`config.mk`:
```
export PLATFORM = sky130hd
export DESIGN_NAME = dly_sweep_ctrl
export DESIGN_NICKNAME = d
export VERILOG_FILES = /design/src/rtl/dly_sweep_pkg.sv /design/src/rtl/dly_sweep_sync.sv /design/src/rtl/dly_sweep_edge.sv /design/src/rtl/dly_sweep_fsm.sv /design/src/rtl/dly_sweep_ctrl.sv
export SDC_FILE = /design/constraint.sdc
export NUM_CORES = 1
export LEC_CHECK = 0
export ABC_CLOCK_PERIOD_IN_PS = 1200
export BUFFER_PORTS_ARGS = -buffer_cell sky130_fd_sc_hd__buf_2
export CAP_MARGIN = 25
export CORE_UTILIZATION = 35
export CTS_CLUSTER_SIZE = 20
export DETAILED_ROUTE_END_ITERATION = 12
export PLACE_DENSITY = 0.59
export SLEW_MARGIN = 20
export SYNTH_ARGS = -nofsm -noshare
export SYNTH_HDL_FRONTEND = slang
export SYNTH_SLANG_ARGS = --single-unit
```
`constraint.sdc`:
```
create_clock -name clk -period 1.2 [get_ports clk]
set_clock_uncertainty 0.1 [all_clocks]
set_input_delay 0.24 -clock clk [delete_from_list [all_inputs] [get_ports clk]]
set_output_delay 0.24 -clock clk [all_outputs]
set_load 0.02 [all_outputs]
```
`src/rtl/dly_sweep_pkg.sv`:
```
// Package: shared state encoding and input bit positions for the
// delayed sweep start controller. Assumes nothing beyond IEEE 1800-2017.
package dly_sweep_pkg;

    // Bit positions of the asynchronous inputs inside the sync vector
    localparam int unsigned IDX_CMP  = 0;
    localparam int unsigned IDX_TRIG = 1;
    localparam int unsigned IDX_ALT  = 2;
    localparam int unsigned IDX_END  = 3;
    localparam int unsigned N_ASYNC  = 4;

    // Ramp control states
    typedef enum logic [1:0] {
        ST_IDLE  = 2'd0,   // latch clear, ramp held
        ST_ARMED = 2'd1,   // latch set, waiting for a trigger
        ST_RUN   = 2'd2    // ramp released
    } ramp_st_e;

endpackage

```
`src/rtl/dly_sweep_sync.sv`:
```
// Multi-bit level synchronizer: STAGES flops per bit, all reset to 0.
// Assumes every bit is an independent level; no bus coherence is given.
module dly_sweep_sync #(
    parameter int unsigned WIDTH  = 4,
    parameter int unsigned STAGES = 2
) (
    input  logic             clk,
    input  logic             rst_n,
    input  logic [WIDTH-1:0] d_async,
    output logic [WIDTH-1:0] q_sync
);
    localparam int unsigned LAST = STAGES - 1;

    logic [WIDTH-1:0] chain [STAGES];

    genvar s;
    generate
        for (s = 0; s < STAGES; s++) begin : g_stage
            // Purpose: shift each bit one stage further into the clock domain
            always_ff @(posedge clk) begin
                if (!rst_n) begin
                    chain[s] <= '0;
                end else if (s == 0) begin
                    chain[s] <= d_async;
                end else begin
                    chain[s] <= chain[(s == 0) ? 0 : s-1];
                end
            end
        end
    endgenerate

    assign q_sync = chain[LAST];

endmodule

```
`src/rtl/dly_sweep_edge.sv`:
```
// Edge detector: registers the previous value of each bit and gives
// single-cycle rise and fall pulses. Assumes inputs are already synchronous.
module dly_sweep_edge #(
    parameter int unsigned WIDTH = 4
) (
    input  logic             clk,
    input  logic             rst_n,
    input  logic [WIDTH-1:0] lvl,
    output logic [WIDTH-1:0] rise,
    output logic [WIDTH-1:0] fall
);
    logic [WIDTH-1:0] prev;

    // Purpose: remember the last sampled level of every bit
    always_ff @(posedge clk) begin
        if (!rst_n) prev <= '0;
        else        prev <= lvl;
    end

    genvar b;
    generate
        for (b = 0; b < WIDTH; b++) begin : g_bit
            assign rise[b] = lvl[b] & ~prev[b];
            assign fall[b] = ~lvl[b] & prev[b];
        end
    endgenerate

endmodule

```
`src/rtl/dly_sweep_fsm.sv`:
```
// Arm/run state machine for the delayed ramp. Clearing events (holdoff,
// sync fall) take priority over starting events in the same cycle.
// Assumes all event inputs are single-cycle synchronous pulses.
module dly_sweep_fsm
    import dly_sweep_pkg::*;
(
    input  logic clk,
    input  logic rst_n,
    input  logic run_mode,
    input  logic arm_evt,
    input  logic trig_evt,
    input  logic clr_evt,
    input  logic end_lvl,
    output logic ramp_hold,
    output logic blank,
    output logic armed
);
    ramp_st_e st_q, st_nx;

    // Purpose: hold the current ramp control state
    always_ff @(posedge clk) begin
        if (!rst_n) st_q <= ST_IDLE;
        else        st_q <= st_nx;
    end

    // Purpose: choose the next state; clearing wins over starting
    always_comb begin
        st_nx = st_q;
        if (clr_evt) begin
            st_nx = ST_IDLE;
        end else begin
            unique case (st_q)
                ST_IDLE:  if (arm_evt)  st_nx = run_mode ? ST_RUN : ST_ARMED;
                ST_ARMED: if (trig_evt) st_nx = ST_RUN;
                ST_RUN:   st_nx = ST_RUN;
                default:  st_nx = ST_IDLE;
            endcase
        end
    end

    assign ramp_hold = (st_q != ST_RUN);
    assign armed     = (st_q == ST_ARMED);
    assign blank     = ramp_hold | end_lvl;

endmodule

```
`src/rtl/dly_sweep_ctrl.sv`:
```
// Top: delayed sweep start controller. Synchronizes the asynchronous
// inputs, finds their edges, gates the compare edge with the strobe and
// drives the arm/run state machine. Assumes strobe_en, holdoff and run_mode
// are synchronous to clk.
module dly_sweep_ctrl
    import dly_sweep_pkg::*;
#(
    parameter int unsigned SYNC_STAGES = 2
) (
    input  logic clk,
    input  logic rst_n,
    input  logic run_mode,
    input  logic strobe_en,
    input  logic holdoff,
    input  logic cmp_async,
    input  logic trig_async,
    input  logic alt_sync_async,
    input  logic sweep_end_async,
    output logic ramp_hold,
    output logic blank
);
    logic [N_ASYNC-1:0] raw_in, lvl_s, rise_s, fall_s;
    logic cmp_rise, trig_rise, alt_fall, clr_evt, armed;

    assign raw_in[IDX_CMP]  = cmp_async;
    assign raw_in[IDX_TRIG] = trig_async;
    assign raw_in[IDX_ALT]  = alt_sync_async;
    assign raw_in[IDX_END]  = sweep_end_async;

    dly_sweep_sync #(.WIDTH(N_ASYNC), .STAGES(SYNC_STAGES)) u_sync (
        .clk(clk), .rst_n(rst_n), .d_async(raw_in), .q_sync(lvl_s)
    );

    dly_sweep_edge #(.WIDTH(N_ASYNC)) u_edge (
        .clk(clk), .rst_n(rst_n), .lvl(lvl_s), .rise(rise_s), .fall(fall_s)
    );

    // A compare edge counts only while the strobe enables the comparator
    assign cmp_rise  = rise_s[IDX_CMP] & strobe_en;
    assign trig_rise = rise_s[IDX_TRIG];
    assign alt_fall  = fall_s[IDX_ALT];
    assign clr_evt   = alt_fall | holdoff;

    dly_sweep_fsm u_fsm (
        .clk(clk), .rst_n(rst_n), .run_mode(run_mode),
        .arm_evt(cmp_rise), .trig_evt(trig_rise), .clr_evt(clr_evt),
        .end_lvl(lvl_s[IDX_END]),
        .ramp_hold(ramp_hold), .blank(blank), .armed(armed)
    );

endmodule

```
==> results.md <==
- Outcome: complete, but fails checks
- Violated checks: negative setup slack
- CTS Buf Count: 3
- Post-Syn Instances: 45
- Count leader, synth: dfxtp_1
- First-pass DRT Iterations: 3
- # nets final: 76
- Yosys top cell by area: dfxtp_1
- Reg2Reg Launch Point: u_fsm.st_q[1]$_SDFFE_PP0P_
- DRT iter0 DRCs: 3
- Setup-failing EPs final: 2
- Worst Hold Class: in2reg
- Clk pin slew, worst setup/hold paths: 0.08 ns
- Layout Cells excl Fill: 77
- Setup TNS: -0.338 ns
- Synth area leaders: dfxtp_1, and2_1, ha_1
- Initial core utilization: 38.8%
- Crit-path slowest cell: dfxtp_2
- Port-buffer cells: 10
- Synthesized area: 518 µm²
- Tot Pwr: 777 µW
- DP Cell Count: 72
- Crit-path max FO: 2
- Post-route ant nets: 0
- Fin Hold WS: 0.0690 ns
- Die area: 1640 µm²
- Grt total ovfl: 0
- CTS sink cnt: 13
- Tot GR Track Use: 10.5%
- Critical path class: reg2out
- Vias in the first global route: 272
- Core area: 1330 µm²
- Tmin final: 1.38 ns
- Hold Path Sink: u_sync.chain[0][3]$_SDFF_PN0_
- Post-synthesis cell type count: 15
- Layout area overhead: 37.0%
- Post-synth top cells: dfxtp_1, and2_1, ha_1
- WHS Path Cells: 2
- Post-synth ARST share: 0%
- RSZ-0062 raised after global routing: yes
- CTS tree: yes
- Worst R2R Setup Slack: 0.02 ns
- Reg-to-reg critical path endpoint: u_fsm.st_q[1]$_SDFFE_PP0P_
- Initial antenna violation count: 0
- Synth top area share: 50.2%
- Final Hold Viols: 0
- EDFF count, synth: 0
- Mapped Avg Cell Area: 11.5 µm²
- Final Max Slew Viols: 0
- Post-Route WL: 742 µm
- Post-synthesis register bit count: 13
- ANT cells: 0
- Die Height: 40.5 µm
- Max-cap violations: 0
- Worst-Margin Slew: 0.177 ns
- H-tree levels: 1
- WP buf/inv: 2
- DP HPWL: 536 µm
- Register area share after synthesis: 50.2%
- Post-Place Worst Slack: -0.00893 ns
- Syn nets: 58
- Clock buffer depth: 2
- DRC viols: 0
- Die Wd: 40.5 µm
- Largest net degree at the start of global routing: 12
- GPL Wtd Cong: 0.548
- Share of cells above drive strength 1: 48.4%
- Crit-path max cell delay: 0.33 ns
- Cell Chain, Critical Path: buf_6, ha_4, nand2b_4, buf_6
- Period utilization: 115%
- Fill cells: 124
- Reg2reg path depth: 5
- Worst hold start: sweep_end_async
- Hold buffers post-CTS: 0
- Top_reg_cell synth: dfxtp_1
- Crit path top cell by count: buf_6
- Pwr dens: 1090 nW/µm²
- Maximum VDD drop: 0.000505 V
- Required time of the critical path: 0.86 ns
- Max-slew headroom: 88.2%
- Rows: 13
- Crit path max-delay family: flip-flops
- DR WL/cell: 9.64 µm
- Drt via density: 4.48
- Setup crit end kind: output pin
- Slack of the critical path: -0.175 ns
- Clk_lat worst skew: 0.26 ns
- Synth warn: 0
- Peak Freq: 0.727 GHz
- Worst Setup Start Kind: register
- Arr. time, crit path: 1.04 ns
- Leakage power: 0.000303 µW
- Via count: 345
- Root Driver: clkbuf_4
- I/O Pins: 11
- First-pass GRT wire length: 1030 µm
cells in the final DEF (no fill, tap or decap), types with 2 or more instances in the layout:
| cell type | Yosys | final |
|---|---|---|
| and2_1 | 10 | 10 |
| buf_2 | 0 | 8 |
| buf_4 | 0 | 3 |
| buf_6 | 0 | 3 |
| clkbuf_4 | 0 | 3 |
| dfxtp_1 | 13 | 11 |
| dfxtp_2 | 0 | 2 |
| ha_4 | 0 | 3 |
| inv_2 | 0 | 2 |
| mux2i_1 | 2 | 2 |
| nand2b_1 | 3 | 2 |
| nand3_1 | 2 | 2 |
cell families (layout without fill, tap and decap cells):
group / after synthesis / count (layout) / synth area share (%)
adders and majority gates: 4 / 4 / 9.66
DFF: 13 / 13 / 50.2
and+or+nand+nor: 20 / 20 / 28.3
muxes: 2 / 2 / 3.86
AOI/OAI and AO/OA: 2 / 2 / 5.07
buffers and inverters: 4 / 21 / 2.90
metrics by stage:
stage / utilization (%) / cell area [µm²]
final: 53.2 / 709
after global routing: 53.2 / 709
after CTS: 50.7 / 676
after detailed placement: 45.4 / 606
after global placement: 45.4 / 606
after floorplan: - / 518
metal layers:
layer	share of wire (%)	up-vias	global-route usage [%]	wire length, µm
li1	-	178	-	-
met1	46	154	9.93	345
met2	47	9	17.5	348
met3	4.0	4	5.00	30
met4	2.3	0	7.50	17
met5	0	-	0	0
cell type report:
class	count	area [µm²]	area share, %
sequential	13	263	37.0
tap	15	18.8	2.65
multi-input combinational	28	294	41.4
timing repair buffer	14	96.3	13.6
clock buffer	4	26.3	3.70
inverter	3	11.3	1.59
registers in the layout, summed over array words and instances, names as in the netlist:
| signal | flops |
|---|---|
| u_fsm.st_q | 2 |
| u_sync.chain | 8 |
| u_edge.prev | 3 |
worst reg2reg max path, stage by stage, from the launching register on:
cell and delay, ns:
dfxtp_2 0.33, buf_6 0.11, buf_4 0.13, ha_4 0.14, nand4bb_1 0.17, mux2i_1 0.13
worst max-delay path by stage:
stage | start | to | depth (start not counted)
after floorplan | u_fsm.st_q[0]$_SDFFE_PP0P_ | u_fsm.st_q[0]$_SDFFE_PP0P_ | 4
after global placement | u_fsm.st_q[0]$_SDFFE_PP0P_ | u_fsm.st_q[0]$_SDFFE_PP0P_ | 4
after detailed placement | u_fsm.st_q[0]$_SDFFE_PP0P_ | u_fsm.st_q[1]$_SDFFE_PP0P_ | 4
after CTS | u_fsm.st_q[1]$_SDFFE_PP0P_ | blank | 4
after global routing | u_fsm.st_q[1]$_SDFFE_PP0P_ | blank | 4
final | u_fsm.st_q[1]$_SDFFE_PP0P_ | blank | 4
where the power goes:
group	leakage [µW]	switching, µW	internal (µW)	total, µW
combinational	0.000181	25.9	39.2	65.1
clock	0.0000150	131	129	260
sequential	0.000108	4.77	447	452
what timing repair did:
item / 4_1_cts / 5_1_grt
endpoints found under the hold margin: 0 / 0
gates resized for setup: 12 / 6
setup endpoints to repair: 4 / 3
setup buffers: 1 / 0
pin swaps: 1 / 1
No activity file was read; power rests on OpenSTA's default activity.
